$ cat config.mk
export PLATFORM = sky130hd
export DESIGN_NAME = dram_return_pipe
export DESIGN_NICKNAME = d
export VERILOG_FILES = /design/src/rtl/drp_pkg.sv /design/src/rtl/drp_delay_line.sv /design/src/rtl/drp_byte_tally.sv /design/src/rtl/drp_reply_fifo.sv /design/src/rtl/dram_return_pipe.sv
export SDC_FILE = /design/constraint.sdc
export NUM_CORES = 1
export LEC_CHECK = 0
export CAP_MARGIN = 20
export CORE_UTILIZATION = 45
export DETAILED_ROUTE_END_ITERATION = 10
export PLACE_DENSITY = 0.59
export SETUP_SLACK_MARGIN = 0.3
export SYNTH_ARGS = -nofsm -noshare
export SYNTH_HDL_FRONTEND = slang
export SYNTH_SLANG_ARGS = --single-unit
$ cat constraint.sdc
create_clock -name clk -period 13.95 [get_ports clk]
set_input_delay 4.185 -clock clk [delete_from_list [all_inputs] [get_ports clk]]
set_output_delay 4.185 -clock clk [all_outputs]
set_load 0.01 [all_outputs]
$ cat src/rtl/drp_pkg.sv
package drp_pkg;

  typedef enum logic {
    DIR_READ  = 1'b0,
    DIR_WRITE = 1'b1
  } bus_dir_e;

  function automatic int umax(input int a, input int b);
    return (a > b) ? a : b;
  endfunction

endpackage

$ cat src/rtl/drp_delay_line.sv
module drp_delay_line
  import drp_pkg::*;
#(
  parameter int ID_W   = 4,
  parameter int SIZE_W = 8,
  parameter int RD_LAT = 5,
  parameter int WR_LAT = 2,
  parameter int CNT_W  = 3
) (
  input  logic              clk,
  input  logic              rst,
  input  logic              push_i,
  input  bus_dir_e          push_dir_i,
  input  logic [ID_W-1:0]   push_id_i,
  input  logic [SIZE_W-1:0] push_size_i,
  input  logic              push_wb_i,
  input  logic              pop_i,
  output logic              head_ok_o,
  output logic [ID_W-1:0]   head_id_o,
  output logic [SIZE_W-1:0] head_size_o,
  output logic              head_wb_o,
  output logic              full_o,
  output logic [CNT_W-1:0]  count_o
);

  localparam int MAX_LAT = umax(RD_LAT, WR_LAT);
  localparam int DEPTH   = MAX_LAT + 1;
  localparam int PTR_W   = (DEPTH > 1) ? $clog2(DEPTH) : 1;
  localparam int HOLD_W  = $clog2(MAX_LAT + 1);

  logic [ID_W-1:0]   id_mem   [DEPTH];
  logic [SIZE_W-1:0] size_mem [DEPTH];
  logic              wb_mem   [DEPTH];
  logic [HOLD_W-1:0] hold_q   [DEPTH];

  logic [PTR_W-1:0]  wr_ptr, rd_ptr;
  logic [CNT_W-1:0]  cnt_q;
  bus_dir_e          mode_q;
  logic [HOLD_W-1:0] push_hold;

  function automatic logic [PTR_W-1:0] step(input logic [PTR_W-1:0] p);
    return (p == PTR_W'(DEPTH - 1)) ? '0 : p + 1'b1;
  endfunction

  // remaining wait for a new entry: latency of its own direction, minus the push edge
  assign push_hold = (push_dir_i == DIR_WRITE) ? HOLD_W'(WR_LAT - 1) : HOLD_W'(RD_LAT - 1);

  // payload storage: no reset, single write port
  always_ff @(posedge clk) begin
    if (push_i) begin
      id_mem[wr_ptr]   <= push_id_i;
      size_mem[wr_ptr] <= push_size_i;
      wb_mem[wr_ptr]   <= push_wb_i;
    end
  end

  // per-slot countdown to eligibility
  always_ff @(posedge clk) begin
    for (int s = 0; s < DEPTH; s++) begin
      if (rst) begin
        hold_q[s] <= '0;
      end else if (push_i && (wr_ptr == PTR_W'(s))) begin
        hold_q[s] <= push_hold;
      end else if (hold_q[s] != '0) begin
        hold_q[s] <= hold_q[s] - 1'b1;
      end
    end
  end

  always_ff @(posedge clk) begin
    if (rst) begin
      wr_ptr <= '0;
      rd_ptr <= '0;
      cnt_q  <= '0;
      mode_q <= DIR_READ;
    end else begin
      if (push_i) begin
        wr_ptr <= step(wr_ptr);
        mode_q <= push_dir_i;
      end
      if (pop_i) begin
        rd_ptr <= step(rd_ptr);
      end
      case ({push_i, pop_i})
        2'b10:   cnt_q <= cnt_q + 1'b1;
        2'b01:   cnt_q <= cnt_q - 1'b1;
        default: cnt_q <= cnt_q;
      endcase
    end
  end

  assign head_ok_o   = (cnt_q != '0) && (hold_q[rd_ptr] == '0);
  assign head_id_o   = id_mem[rd_ptr];
  assign head_size_o = size_mem[rd_ptr];
  assign head_wb_o   = wb_mem[rd_ptr];
  assign full_o      = cnt_q >= ((mode_q == DIR_WRITE) ? CNT_W'(WR_LAT + 1) : CNT_W'(RD_LAT + 1));
  assign count_o     = cnt_q;

endmodule

$ cat src/rtl/drp_byte_tally.sv
module drp_byte_tally #(
  parameter int ID_W        = 4,
  parameter int SIZE_W      = 8,
  parameter int BURST_BYTES = 16
) (
  input  logic              clk,
  input  logic              rst,
  input  logic              step_i,
  input  logic [ID_W-1:0]   id_i,
  input  logic [SIZE_W-1:0] size_i,
  output logic              complete_o
);

  localparam int ENTRIES = 1 << ID_W;
  localparam int TW      = SIZE_W + 1;

  logic [TW-1:0] tally_q [ENTRIES];
  logic [TW-1:0] sum;

  assign sum        = tally_q[id_i] + TW'(BURST_BYTES);
  assign complete_o = sum >= {1'b0, size_i};

  always_ff @(posedge clk) begin
    if (rst) begin
      for (int t = 0; t < ENTRIES; t++) begin
        tally_q[t] <= '0;
      end
    end else if (step_i) begin
      tally_q[id_i] <= complete_o ? '0 : sum;
    end
  end

endmodule

$ cat src/rtl/drp_reply_fifo.sv
module drp_reply_fifo #(
  parameter int W     = 4,
  parameter int DEPTH = 4,
  parameter int CNT_W = 3
) (
  input  logic             clk,
  input  logic             rst,
  input  logic             push_i,
  input  logic [W-1:0]     data_i,
  input  logic             pop_i,
  output logic             valid_o,
  output logic [W-1:0]     data_o,
  output logic             full_o,
  output logic             empty_o,
  output logic [CNT_W-1:0] count_o
);

  localparam int PTR_W = (DEPTH > 1) ? $clog2(DEPTH) : 1;

  logic [W-1:0]     mem [DEPTH];
  logic [PTR_W-1:0] wr_ptr, rd_ptr;
  logic [CNT_W-1:0] cnt_q;
  logic             do_push, do_pop;

  function automatic logic [PTR_W-1:0] step(input logic [PTR_W-1:0] p);
    return (p == PTR_W'(DEPTH - 1)) ? '0 : p + 1'b1;
  endfunction

  assign do_push = push_i && !full_o;
  assign do_pop  = pop_i && !empty_o;

  always_ff @(posedge clk) begin
    if (do_push) begin
      mem[wr_ptr] <= data_i;
    end
  end

  always_ff @(posedge clk) begin
    if (rst) begin
      wr_ptr <= '0;
      rd_ptr <= '0;
      cnt_q  <= '0;
    end else begin
      if (do_push) wr_ptr <= step(wr_ptr);
      if (do_pop)  rd_ptr <= step(rd_ptr);
      case ({do_push, do_pop})
        2'b10:   cnt_q <= cnt_q + 1'b1;
        2'b01:   cnt_q <= cnt_q - 1'b1;
        default: cnt_q <= cnt_q;
      endcase
    end
  end

  assign full_o  = cnt_q == CNT_W'(DEPTH);
  assign empty_o = cnt_q == '0;
  assign valid_o = !empty_o;
  assign data_o  = mem[rd_ptr];
  assign count_o = cnt_q;

endmodule

$ cat src/rtl/dram_return_pipe.sv
module dram_return_pipe
  import drp_pkg::*;
#(
  parameter int ID_W        = 4,
  parameter int SIZE_W      = 8,
  parameter int BURST_LEN   = 4,
  parameter int BUS_BYTES   = 4,
  parameter int DEVS_PER_CH = 1,
  parameter int RD_LAT      = 5,
  parameter int WR_LAT      = 2,
  parameter int RQ_DEPTH    = 4
) (
  input  logic              clk,
  input  logic              rst,
  input  logic              cmd_valid,
  input  logic              cmd_write,
  input  logic              cmd_wb,
  input  logic [ID_W-1:0]   cmd_id,
  input  logic [SIZE_W-1:0] cmd_size,
  output logic              cmd_full,
  output logic              rsp_valid,
  input  logic              rsp_ready,
  output logic [ID_W-1:0]   rsp_id,
  output logic              rq_full,
  output logic              rq_empty,
  output logic              done_valid,
  output logic [ID_W-1:0]   done_id
);

  localparam int BURST_BYTES = BURST_LEN * BUS_BYTES * DEVS_PER_CH;
  localparam int DL_DEPTH    = umax(RD_LAT, WR_LAT) + 1;
  localparam int DL_CNT_W    = $clog2(DL_DEPTH + 1);
  localparam int RQ_CNT_W    = $clog2(RQ_DEPTH + 1);

  logic              head_ok, head_wb, complete, pop_go, rq_push;
  logic [ID_W-1:0]   head_id;
  logic [SIZE_W-1:0] head_size;
  logic [DL_CNT_W-1:0] dl_count;
  logic [RQ_CNT_W-1:0] rq_count;

  drp_delay_line #(
    .ID_W(ID_W), .SIZE_W(SIZE_W), .RD_LAT(RD_LAT), .WR_LAT(WR_LAT), .CNT_W(DL_CNT_W)
  ) u_line (
    .clk         (clk),
    .rst         (rst),
    .push_i      (cmd_valid),
    .push_dir_i  (bus_dir_e'(cmd_write)),
    .push_id_i   (cmd_id),
    .push_size_i (cmd_size),
    .push_wb_i   (cmd_wb),
    .pop_i       (pop_go),
    .head_ok_o   (head_ok),
    .head_id_o   (head_id),
    .head_size_o (head_size),
    .head_wb_o   (head_wb),
    .full_o      (cmd_full),
    .count_o     (dl_count)
  );

  // one burst leaves per edge, only when the reply queue has room
  assign pop_go  = head_ok && !rq_full;
  assign rq_push = pop_go && complete && !head_wb;

  drp_byte_tally #(
    .ID_W(ID_W), .SIZE_W(SIZE_W), .BURST_BYTES(BURST_BYTES)
  ) u_tally (
    .clk        (clk),
    .rst        (rst),
    .step_i     (pop_go),
    .id_i       (head_id),
    .size_i     (head_size),
    .complete_o (complete)
  );

  drp_reply_fifo #(
    .W(ID_W), .DEPTH(RQ_DEPTH), .CNT_W(RQ_CNT_W)
  ) u_reply (
    .clk     (clk),
    .rst     (rst),
    .push_i  (rq_push),
    .data_i  (head_id),
    .pop_i   (rsp_ready),
    .valid_o (rsp_valid),
    .data_o  (rsp_id),
    .full_o  (rq_full),
    .empty_o (rq_empty),
    .count_o (rq_count)
  );

  always_ff @(posedge clk) begin
    if (rst) begin
      done_valid <= 1'b0;
      done_id    <= '0;
    end else begin
      done_valid <= pop_go && complete && head_wb;
      if (pop_go && complete && head_wb) begin
        done_id <= head_id;
      end
    end
  end

endmodule

==> summary.md <==
| Metric | Value |
|---|---|
| Status | `finished, final reports clean` |
| Max-Slew Margin vs Limit | `0.321` |
| Number of flops mapped to enable cells by yosys | `roughly 260` |
| 1st-pass router iterations | `5` |
| Final core utilization | `0.523` |
| CTS Buf Count | `31` |
| Syn-to-layout area delta | `14.4%` |
| Class of the worst hold path | `flop to flop` |
| Fmax | `141 MHz` |
| # rows | `61` |
| Post-route DRC | `0` |
| Routability congestion estimate | `0.825` |
| Flop pwr share | `0.374` |
| Seq cells post-synth | `roughly 280` |
| Area occupied by multi-input gates | `roughly 4200 um2` |
| Fin. Hold Viols | `0` |
| Combinational share of power | `0.317` |
| Async SR Flop Fraction | `0` |
| Worst-path clk slew | `roughly 0.06 ns` |
| Largest net degree at the start of global routing | `67` |
| Least-Margin Pin Slew | `1.02 ns` |
| I/O Buffers | `30` |
| Yosys cell types | `68` |
| PD cells | `a little under 200 nW/um2` |
| # nets final | `1050` |
| Die X-Extent | `170 um` |
| Routed Wire Length | `28100 um` |
| Vias | `roughly 7.7k` |
| Internal power | `1.84 mW` |
| Seq/Total Area, Yosys | `0.647` |
| Share of the synthesized area in the top cell type | `0.605` |
| Max cap viols | `0` |
| WP data arrival | `7.59 ns` |
| Initial antenna violation count | `0` |
| CP required | `14.45 ns` |
| Max Clock Skew | `0.0191 ns` |
| Starting Density | `0.457` |
| Cells after Synth | `952` |
| Final slew viol count | `0` |
| Net Switching | `0.960 mW` |
| Area leader, netlist | `edfxtp_1` |
| FILL cells | `2426` |
| Pleak | `just over 5 nW` |
| Crit start category | `flop` |
| Ys flop type | `edfxtp_1` |
| Max clock buf depth | `3` |
| Worst vdd ir | `0.114 mV` |
| Synth top cells by count | `edfxtp_1, nor2_1, nand2_1, mux2i_1, inv_1` |
| Tot GR Track Use | `0.202` |
| Vias/cell | `5.46` |
| CTS Hold Bufs | `0` |
| Setup TNS | `0 ns` |
| First-pass GRT wire length | `44000 um` |
| Tmin final | `7.09 ns` |
| Worst Path Max Fanout | `41` |
| Detail Route Antenna Nets | `0` |
| Antenna cells | `0` |
| Clock network power share | `0.308` |
| Die H | `170 um` |
| Post-CTS Resized | `0` |
| Most frequent cell after synthesis | `edfxtp_1` |
| Root buf cell | `clkbuf_16` |
| Layout cells sized above 1 | `0.124` |
| Switching part of the total | `0.343` |
| Clk sinks | `approximately 280` |
| # H-tree levels | `1` |
| DR iter-0 viols | `691` |
| CTS tree | `built` |
| Grt total ovfl | `0` |
| Mapped Area | `12700 um2` |
| Worst-Skew Late Latency | `0.57 ns` |
| Setup Fix Bufs, Post-CTS | `0` |
| Area contributors post-synth | `edfxtp_1, nor2_1, mux4_2` |
| CP Class | `flop to flop` |
| HPWL after detailed placement | `17900 um` |
| Wirelength per Cell | `~20 um` |
| Reg area | `8230 um2` |
| I/O pins | `31` |
| Period utilisation layout | `0.509` |
| Setup Viol. Count Final | `0` |
| Core Area | `27800 um2` |
| Yosys Warn Count | `0` |
| RSZ-0062 raised after global routing | `no` |
| Worst setup EP type | `flop` |
| Vias in the first global route | `7543` |
| Post-synthesis area per instance | `13.3 um2` |
| Die area | `28900 um2` |
## metrics by stage
step                      instance area, um2  power [mW]  hold slack, ns  instances  setup WS [ns]
after floorplan                        12800        1.69           0.453        967           7.52
after global placement                 13400        1.95           0.464       1344           6.90
after detailed placement               13400        1.96           0.475       1344           6.82
after CTS                              14500        2.82           0.482       1402           6.81
after global routing                   14500        2.94           0.518       1402           6.34
final                                  14500        2.80           0.483       1402           6.86
## layer usage
layer	track usage	share of wire	vias up
met3	0.0256	0.048	44
li1	-	-	3598
met4	0.0552	0.022	0
met1	0.287	0.45	3818
met2	0.327	0.48	193
met5	0	0	-
## critical path, stage by stage (launching register included)
cell and delay, ns:
dfxtp_1 0.93, clkinv_1 0.46, mux4_4 0.75, buf_4 0.62, mux4_2 0.60, a22o_1 0.24, nor2_1 0.30, inv_1 0.08
ha_1 0.18, inv_1 0.08, xnor2_1 0.17, ha_1 0.27, o21a_1 0.18, a21o_1 0.20, and4b_1 0.24, buf_4 0.25
nor3_2 0.13, inv_1 0.07, ha_1 0.17, inv_1 0.06, fa_1 0.37, xor2_1 0.15, or3_1 0.31, a21oi_1 0.14
## flip-flops by register name, indices dropped and copies added, names as in the netlist, named ones only
name	count
u_reply.mem	16
u_line.hold_q	18
u_line.count_o	3
u_line.mode_q	1
u_line.rd_ptr	3
u_reply.count_o	3
u_tally.tally_q	144
done_id	4
u_reply.wr_ptr	2
u_line.wr_ptr	3
u_reply.rd_ptr	2
done_valid	1
u_line.id_mem	24
u_line.wb_mem	6
u_line.size_mem	48
## kinds of logic after synthesis
family	count (synthesis)	share of synthesized area
compound gates	118	0.0640
flops	283	0.647
mux	86	0.0972
xor+xnor	7	0.00482
other cells	1	0.000295
simple gates	336	0.124
buf+inv	88	0.0290
fa+ha+maj	33	0.0337
## worst paths after layout
check,startpoint,endpoint,slack [ns],cells after the start
setup / recovery,flop,u_reply.count_o[2]$_SDFFE_PP0P_,6.86,23
hold / removal,u_line.wr_ptr[0]$_SDFFE_PP0P_,u_line.wr_ptr[0]$_SDFFE_PP0P_,0.48,2
setup reg to reg,flop,u_reply.count_o[2]$_SDFFE_PP0P_,6.86,23
hold reg to reg,u_line.wr_ptr[0]$_SDFFE_PP0P_,u_line.wr_ptr[0]$_SDFFE_PP0P_,0.48,2
## final cells by class
class	instances	area share
Clock inverter	25	0.0209
Sequential cell	283	0.566
Multi-Input combinational cell	596	0.288
Inverter	43	0.0111
Tap cell	378	0.0325
Clock buffer	33	0.0539
Timing Repair Buffer	44	0.0275
## power groups by stage
stage / registers, mW / logic (mW) / clock network (mW)
floorplan: 1.05 / 0.640 / 0
global placement: 1.06 / 0.884 / 0
detailed placement: 1.06 / 0.892 / 0
CTS: 1.05 / 0.894 / 0.878
global route: 1.05 / 0.979 / 0.907
finish: 1.05 / 0.888 / 0.862
## cell usage in the layout (no fill, tap or decap), types with 6 or more instances in the layout
master and instances:
dfxtp_1 26, o21ai_0 16, nor3_1 20, conb_1 16
a21oi_1 27, nor4_1 8, and2_1 9, a211oi_1 27
clkdlybuf4s50_1 29, mux2i_1 47, o21ai_2 7, nor2_1 173
nand2b_1 28, mux2_2 7, buf_4 14, clkbuf_16 31
ha_1 31, bufinv_16 6, mux4_2 27, edfxtp_1 256
nor2b_1 13, nand2_1 50, or3_1 6, inv_1 41
a31oi_1 9, a22oi_1 6, xor2_1 6, clkinv_1 6
clkinv_2 7
(Power assumes the default switching activity.)
